<file path="src/rtl/pos_pkg.sv">
package pos_pkg;

   // kind of bus access presented in one cycle
   typedef enum logic [1:0] {
      ACC_NONE = 2'd0,
      ACC_UPPER = 2'd1,
      ACC_LOWER = 2'd2
   } acc_kind_e;

   // decode of strobe pair into a count step
   typedef enum logic [1:0] {
      STEP_HOLD = 2'd0,
      STEP_INC = 2'd1,
      STEP_DEC = 2'd2
   } step_e;

   function automatic acc_kind_e decode_access(input logic rd, input logic lo);
      if (!rd) return ACC_NONE;
      return lo ? ACC_LOWER : ACC_UPPER;
   endfunction

   function automatic step_e decode_step(input logic up, input logic dn);
      if (up && !dn) return STEP_INC;
      if (dn && !up) return STEP_DEC;
      return STEP_HOLD;
   endfunction

endpackage

</file>
<file path="src/rtl/pos_updown_ctr.sv">
module pos_updown_ctr
   import pos_pkg::*;
#(
   parameter int WIDTH = 16
) (
   input  logic             clk,
   input  logic             rst_n,
   input  logic             inc,
   input  logic             dec,
   output logic [WIDTH-1:0] count
);

   localparam logic [WIDTH-1:0] ONE = WIDTH'(1);

   step_e step;
   assign step = decode_step(inc, dec);

   always_ff @(posedge clk or negedge rst_n) begin
      if (!rst_n) begin
         count <= '0;
      end else begin
         unique case (step)
            STEP_INC: count <= count + ONE;
            STEP_DEC: count <= count - ONE;
            default:  count <= count;
         endcase
      end
   end

   assert_inc_R2: assert property (@(posedge clk) disable iff (!rst_n)
      (inc && !dec) |=> count == WIDTH'($past(count) + ONE));
   assert_dec_R2: assert property (@(posedge clk) disable iff (!rst_n)
      (dec && !inc) |=> count == WIDTH'($past(count) - ONE));
   assert_idle_R2: assert property (@(posedge clk) disable iff (!rst_n)
      (inc == dec) |=> $stable(count));
   assert_wrap_top_R3: assert property (@(posedge clk) disable iff (!rst_n)
      (inc && !dec && count == '1) |=> count == '0);

endmodule

</file>
<file path="src/rtl/pos_read_ctl.sv">
module pos_read_ctl
   import pos_pkg::*;
(
   input  logic clk,
   input  logic rst_n,
   input  logic rd,
   input  logic lo,
   output logic frozen,
   output logic load
);

   acc_kind_e acc;
   assign acc = decode_access(rd, lo);

   always_ff @(posedge clk or negedge rst_n) begin
      if (!rst_n) begin
         frozen <= 1'b0;
      end else begin
         unique case (acc)
            ACC_UPPER: frozen <= 1'b1;
            ACC_LOWER: frozen <= 1'b0;
            default:   frozen <= frozen;
         endcase
      end
   end

   // no load at the edge closing an upper access, nor while frozen
   assign load = !frozen && (acc != ACC_UPPER);

   assert_freeze_R6: assert property (@(posedge clk) disable iff (!rst_n)
      (rd && !lo) |=> frozen);
   assert_release_R7: assert property (@(posedge clk) disable iff (!rst_n)
      (rd && lo) |=> !frozen);
   assert_keep_R8: assert property (@(posedge clk) disable iff (!rst_n)
      (frozen && !(rd && lo)) |=> frozen);

endmodule

</file>
<file path="src/rtl/pos_hold_reg.sv">
module pos_hold_reg #(
   parameter int WIDTH = 16
) (
   input  logic             clk,
   input  logic             rst_n,
   input  logic             load,
   input  logic [WIDTH-1:0] d,
   output logic [WIDTH-1:0] q
);

   always_ff @(posedge clk or negedge rst_n) begin
      if (!rst_n)    q <= '0;
      else if (load) q <= d;
   end

   assert_follow_R4: assert property (@(posedge clk) disable iff (!rst_n)
      load |=> q == $past(d));
   assert_steady_R6: assert property (@(posedge clk) disable iff (!rst_n)
      !load |=> $stable(q));

endmodule

</file>
<file path="src/rtl/pos_byte_mux.sv">
module pos_byte_mux #(
   parameter int DATA_W = 16,
   parameter int BUS_W  = 8
) (
   input  logic [DATA_W-1:0] data,
   input  logic              rd,
   input  logic              lo,
   output logic [BUS_W-1:0]  q
);

   localparam int NLANE = DATA_W / BUS_W;

   logic [BUS_W-1:0] lane [NLANE];

   for (genvar g = 0; g < NLANE; g++) begin : g_lane
      assign lane[g] = data[g*BUS_W +: BUS_W];
   end

   assign q = !rd ? '0 : (lo ? lane[0] : lane[NLANE-1]);

endmodule

</file>
<file path="src/rtl/pos_read_latch.sv">
module pos_read_latch #(
   parameter int CNT_W = 16,
   parameter int BUS_W = 8
) (
   input  logic             clk,
   input  logic             rst_n,
   input  logic             step_up,
   input  logic             step_dn,
   input  logic             rd_stb,
   input  logic             sel_lo,
   output logic [BUS_W-1:0] bus_q
);

   localparam int NBYTE = CNT_W / BUS_W;

   if (BUS_W < 1) begin : g_bad_bus
      $error("BUS_W must be positive");
   end
   if (NBYTE != 2 || CNT_W % BUS_W != 0) begin : g_bad_ratio
      $error("CNT_W must be exactly two bus widths");
   end

   logic [CNT_W-1:0] count;
   logic [CNT_W-1:0] held;
   logic             frozen;
   logic             load;

   pos_updown_ctr #(.WIDTH(CNT_W)) u_ctr (
      .clk   (clk),
      .rst_n (rst_n),
      .inc   (step_up),
      .dec   (step_dn),
      .count (count)
   );

   pos_read_ctl u_ctl (
      .clk    (clk),
      .rst_n  (rst_n),
      .rd     (rd_stb),
      .lo     (sel_lo),
      .frozen (frozen),
      .load   (load)
   );

   pos_hold_reg #(.WIDTH(CNT_W)) u_hold (
      .clk   (clk),
      .rst_n (rst_n),
      .load  (load),
      .d     (count),
      .q     (held)
   );

   pos_byte_mux #(.DATA_W(CNT_W), .BUS_W(BUS_W)) u_mux (
      .data (held),
      .rd   (rd_stb),
      .lo   (sel_lo),
      .q    (bus_q)
   );

   assert_pair_coherent_R6: assert property (@(posedge clk) disable iff (!rst_n)
      (rd_stb && !sel_lo) |=> (rd_stb && sel_lo) |-> $stable(held));
   assert_quiet_bus_R5: assert property (@(posedge clk) disable iff (!rst_n)
      !rd_stb |-> bus_q == '0);
   assert_byte_only_R9: assert property (@(posedge clk) disable iff (!rst_n)
      (rd_stb && sel_lo && !frozen) |=> !frozen);

endmodule

</file>
<file path="config.mk">
export PLATFORM = sky130hd
export DESIGN_NAME = pos_read_latch
export DESIGN_NICKNAME = d
export VERILOG_FILES = /design/src/rtl/pos_pkg.sv /design/src/rtl/pos_updown_ctr.sv /design/src/rtl/pos_read_ctl.sv /design/src/rtl/pos_hold_reg.sv /design/src/rtl/pos_byte_mux.sv /design/src/rtl/pos_read_latch.sv
export SDC_FILE = /design/constraint.sdc
export NUM_CORES = 1
export LEC_CHECK = 0
export BUFFER_PORTS_ARGS = -buffer_cell sky130_fd_sc_hd__buf_2
export CELL_PAD_IN_SITES_DETAIL_PLACEMENT = 0
export CELL_PAD_IN_SITES_GLOBAL_PLACEMENT = 1
export CORE_MARGIN = 1.5
export CORE_UTILIZATION = 48
export DETAILED_ROUTE_END_ITERATION = 8
export GPL_ROUTABILITY_DRIVEN = 0
export PLACE_DENSITY_LB_ADDON = 0.1
export SYNTH_ARGS = -nofsm -noshare
export SYNTH_HDL_FRONTEND = slang
export SYNTH_HIERARCHICAL = 1
export SYNTH_SLANG_ARGS = --single-unit
export TNS_END_PERCENT = 20
</file>
<file path="constraint.sdc">
create_clock -name clk -period 2.2 [get_ports clk]
set_clock_uncertainty 0.1 [all_clocks]
set_input_delay 0.22 -clock clk [delete_from_list [all_inputs] [get_ports clk]]
set_output_delay 0.22 -clock clk [all_outputs]
set_load 0.005 [all_outputs]
</file>
; ---- Yosys cells after proc, flatten, opt, wreduce, memory -nomap -nowiden
; Index checks and enable logic that the tools add are counted.
[totals]
register_bits = 33
inputBits = 6
output_inout_bits = 8
[classes]
add_sub_neg = 2
eq_ne = 5
n_mux = 13
reduce_logical = 8
[op_table]
columns = op, n
row1 = 16-bit case mux with 2 select lines, 1
row2 = 16-bit by 1-bit adder with 16-bit output (second input constant), 1
row3 = 8-bit two-way mux, 2
row4 = 16-bit by 1-bit subtractor with 16-bit output (second input constant), 1
row5 = 2-bit two-way mux, 6
row6 = 2-bit by 1-bit == test with 1-bit output (second input constant), 2
row7 = 2-bit == test (second input constant), 2
row8 = 2-bit nonzero test, 2
row9 = 1-bit logical AND, 3
row10 = 1-bit zero test, 3
row11 = 1-bit two-way mux, 3
row12 = 2-bit by 1-bit != test with 1-bit output (second input constant), 1
row13 = 1-bit case mux with 2 select lines, 1

; ---- Longest topological paths before layout
[depth]
depth_word = 8
ltp_mapped = 13
mapped_depth_nobuf = 10

; ---- By module
; The synthesis kept the hierarchy.
[modules_own_cells]
columns = module, n_inst, cells_each, area_per_inst_um2
row1 = pos_updown_ctr, 1, 201, 1675.4
row2 = pos_hold_reg, 1, 34, 649.4
row3 = pos_byte_mux, 1, 17, 141.4
row4 = pos_read_ctl, 1, 4, 48.8

; ---- Worst setup path before layout
; OpenSTA, ideal clock, no wires.
[synth_path]
path_type = input -> register
from = in step_up
to = reg u_ctr.count[12]
arrival_time_ns = 2.263
slack_ns = -0.243
path_stages = 13
path_buffers = 3
cell_sequence = inv_1 -> ha_1 -> buf_6 -> buf_6 -> buf_2 -> xor2_1 -> ha_1 -> nand4bb_1 -> nand4_1 -> a21oi_1 -> nor2_1 -> a311oi_1 -> xnor2_1
[synth_via]
elab_chain_len = 8
elab_cells_between_ends = 13
cone_classes = 2 x eq/ne / 7 x mux / 4 x reduce/logical
[synth_lines]
columns = item, line
row1 = start: declaration, pos_read_latch.sv:7  ; input logic step_up,
row2 = 1-bit zero test, pos_pkg.sv:24  ; if (dn && !up) return STEP_DEC;
row3 = 1-bit logical AND, pos_pkg.sv:24
row4 = 1-bit two-way mux (2 in series), pos_pkg.sv:24
row5 = 2-bit two-way mux, pos_pkg.sv:25  ; return STEP_HOLD;
row6 = 2-bit two-way mux (*), pos_pkg.sv:24
row7 = 2-bit == test or 2-bit by 1-bit == test with 1-bit output (tied branches), pos_updown_ctr.sv:22  ; unique case (step)
row8 = 16-bit case mux with 2 select lines or 2-bit nonzero test (tied branches), -
row9 = end signal: assignment, pos_updown_ctr.sv:23  ; STEP_INC: count <= count + ONE;
row10 = end signal: assignment, pos_updown_ctr.sv:24  ; STEP_DEC: count <= count - ONE;
row11 = end signal: assignment, pos_updown_ctr.sv:25  ; default: count <= count;
row12 = end: declaration, pos_updown_ctr.sv:10  ; output logic [WIDTH-1:0] count
; Every way passes the cells marked *; elsewhere a longest branch is shown, timed or not. The select of a mux whose other input is x is not followed.
; A chain may end at the register's enable or synchronous reset.

; ---- Worst setup path after layout
[layout_path]
from = reg u_ctr.count[1]
to = reg u_ctr.count[10]
[layout_via]
elab_chain_len = 2
elab_cells_between_ends = 3
cone_classes = 2 x add/sub / 1 x mux
[layout_lines]
columns = item, line
row1 = 16-bit by 1-bit subtractor with 16-bit output or 16-bit by 1-bit adder with 16-bit output (tied branches), "pos_updown_ctr.sv:24, pos_updown_ctr.sv:23"
row2 = 16-bit case mux with 2 select lines (*), pos_updown_ctr.sv:22
; Every way passes the cells marked *; elsewhere a longest branch is shown, timed or not.

==> flow_summary.toml <==
[outcome]
status = "completed"

[yosys]
synthTopCellsByArea = "dfrtp_1, mux2_4, mux2i_1"
yosys-top-cells-count = "dfrtp_1, xnor2_1, nor2_1, mux2i_1, nand2_1"
synth_top_family_by_area = "simple AND/OR/NAND/NOR gates"
yosysTopAreaCellShare_pct = 32.8
synthFlopType = "dfrtp_1"
avgSynthCellArea_sq_um = 9.82
synth_seq_cells = 33
synth_compound_area_share_pct = 16.6
synth_cells = 256
synth-simple-area-share_pct = 18.6
yosysMostFrequentCell = "dfrtp_1"
synth_top_cell_by_area = "dfrtp_1"
ys_seq_area_share_pct = 32.8
synth_warnings = 6
synth-xor-area-share_pct = 6.97
synthMuxAreaShare_pct = 15.7
synth_adder_area_share_pct = 1.49
synthesis.area_sq_mm = 0.00251
yosys.cell_types.count = 62
synth-edff-count = 0
async_flop_share_pct = 100
synth_fp_nets = 265

[clocking]
numCtsBuffers = 5
clock_sinks = 33
h-tree-depth = 2
tritoncts = "built"
cts_buffer_depth = 2
clock_latency_ns = 0.29
cts.reportedPaths.clkPinSlew_ns = 0.07
postCtsSetupBuffers = 0
root_buffer = "clkbuf_8"

[worst_setup_path]
crit_path_start_kind = "flip-flop"
reg2reg_to = "u_ctr/count[10]"
path_max_fanout = 4
r2r_start = "u_ctr/count[1]"
rr_worst_depth = 8
cp.arrival_ns = 2.22
critPathKind = "reg -> reg"
reg2reg_slack_ns = 0.08
cp.required_ns = 2.30
end_kind = "flip-flop"

[grt]
grt_pass1_vias = 1847
grt_pass1_wl_mm = 9.65
antenna_found_initial = 0
grt_usage_pct = 23.1
grt.overflow.total = 0
grt_max_degree = 34

[final_layout]
n_antenna_cell = 0
post-route-util_pct = 57.9
final-seq-area_sq_um = 826
nets = 303
fill_cells = 468
multi_input_area_sq_mm = 0.00152
drive_above_1_share_pct = 32.9
areaGrowthSynthToFinish_pct = 16.9

[timing]
finalHoldViolations = 0
max_freq_ghz = 0.473
fin_crit_sh_pct = 96.2
timing.hold.ws_ns = 0.212
setup_violations = 0
worst_slew_pin_slew_ns = 0.775
period_minus_slack_ns = 2.12
relSlewSlack_pct = 48.3
rsz0062_at_grt = "true"
drv_slew = 0
setup_ws_ns = 0.0843

[power]
power_mw = 3.43
p_sw_mw = 1.39
max-vdd-ir-drop_mv = 0.575
p_int_mw = 2.04
p_per_area_mw_per_mm2 = 1170
cellLeakagePower_nw = 1.28
pwr-share-seq_pct = 35.2
swShare_pct = 40.4
combPwrFrac_pct = 51.8
pwr-share-clk_pct = 13.1

[min_path]
hold_class = "in -> reg"
min_from = "sel_lo"
hold-path-endpoint = "u_ctl/frozen"
hold_depth = 3

[detailed_routing]
drt-total-wl_mm = 6.06
drt_iter0_drc = 113
routed_via_density = 5.73
ant_nets = 0
vias = 2090
drc = 0
post_drt_wl_per_cell_microns = 16.6
dr.pass1.iters = 4

[floorplan]
core_area_sq_mm = 0.00507
start_util_pct = 49.6
die_h_microns = 75.4
dieArea_sq_mm = 0.00568
rows = 26
fp.dieW_microns = 75.4
boundaryPins = 14

[place]
post-place-ws_ns = -0.0513
dp_hpwl_mm = 4.53
port_buffers = 13

[job]
maxCapViolations = 0
## logic make-up (layout without fill, tap and decap cells)
family,after synthesis,after routing
AO/OA/AOI/OAI,58,58
XOR/XNOR,20,20
adder cells (fa/ha/maj),3,3
buffers and inverters,28,67
flip-flops,33,33
multiplexers,33,33
AND/OR/NAND/NOR,81,81
## stage by stage
| stage | setup TNS (ns) | cell area, sq um | instances |
|---|---|---|---|
| 2_1_floorplan | -0.0883 | 2550 | 256 |
| 3_3_place_gp | -0.0203 | 2840 | 356 |
| 3_5_place_dp | -0.133 | 2840 | 356 |
| 4_1_cts | 0 | 2930 | 365 |
| 5_1_grt | -0.0536 | 2940 | 365 |
| 6_report | 0 | 2940 | 365 |
## per-layer routing
metal	GRT usage, %	wire (microns)	vias to the layer above
li1	-	-	1010
met1	31.5	2900	1020
met2	37.5	2860	52
met3	4.63	199	8
met4	5.56	95	0
met5	0	0	-
## power by group through the flow
stage	logic [mW]	registers, mW	clock network [mW]
after floorplan	1.34	1.09	0
after global placement	1.75	1.22	0
after detailed placement	1.76	1.22	0
after CTS	1.76	1.21	0.465
after global routing	1.94	1.25	0.490
final	1.78	1.21	0.448
## critical path, stage by stage (launching register included)
cell	delay, ns
dfrtp_1	0.42
xor2_1	0.18
ha_2	0.18
nand4bb_1	0.09
nand4_1	0.21
a21oi_2	0.31
mux2i_1	0.11
a211oi_1	0.26
xnor2_1	0.16
## cell usage in the layout (no fill, tap or decap), types with 3 or more instances in the layout
cell	synthesis	final
buf_4	4	36
dfrtp_1	33	33
xnor2_1	16	16
nor2_1	15	15
mux2i_1	14	14
buf_2	7	13
nand2_1	12	12
mux2_4	11	11
o21ai_0	11	11
nor2b_1	9	9
nand3_1	8	8
mux2_2	8	8
a21oi_1	9	7
clkbuf_8	0	5
inv_1	6	5
nor3_1	5	5
a21oi_2	2	4
xor2_1	4	4
nor4_1	4	4
o31a_1	4	4
o31ai_1	3	3
and2_1	3	3
o21ai_1	3	3
a31oi_1	3	3
## worst max-delay path by stage
stage | end | start | cells after the start | slack (ns)
after floorplan | u_ctr/count[14] | step_up | 13 | -0.05
after global placement | u_ctr/count[10] | step_up | 11 | -0.01
after detailed placement | u_ctr/count[14] | step_up | 11 | -0.05
after CTS | u_ctr/count[14] | u_ctr/count[1] | 8 | 0.07
after global routing | u_ctr/count[14] | u_ctr/count[1] | 8 | -0.03
final | u_ctr/count[10] | u_ctr/count[1] | 8 | 0.08
## registers in the layout, indices dropped and copies added, names as in the netlist
name,count
u_ctl/frozen,1
u_ctr/count,16
u_hold/q,16
## final cells by class
class	count	area share [%]
well taps	70	2.98
clock inverters	2	0.340
repair buffers	52	13.1
clock buffers	6	2.47
inverters	7	1.32
multi-input cells	195	51.7
flip-flops and latches	33	28.1
## repair_timing
item                       CTS  global route
setup endpoints to repair    0             3
resized for setup            0             1
hold buffers                 1             0
hold endpoints to repair    33             0
(Power assumes the default switching activity.)
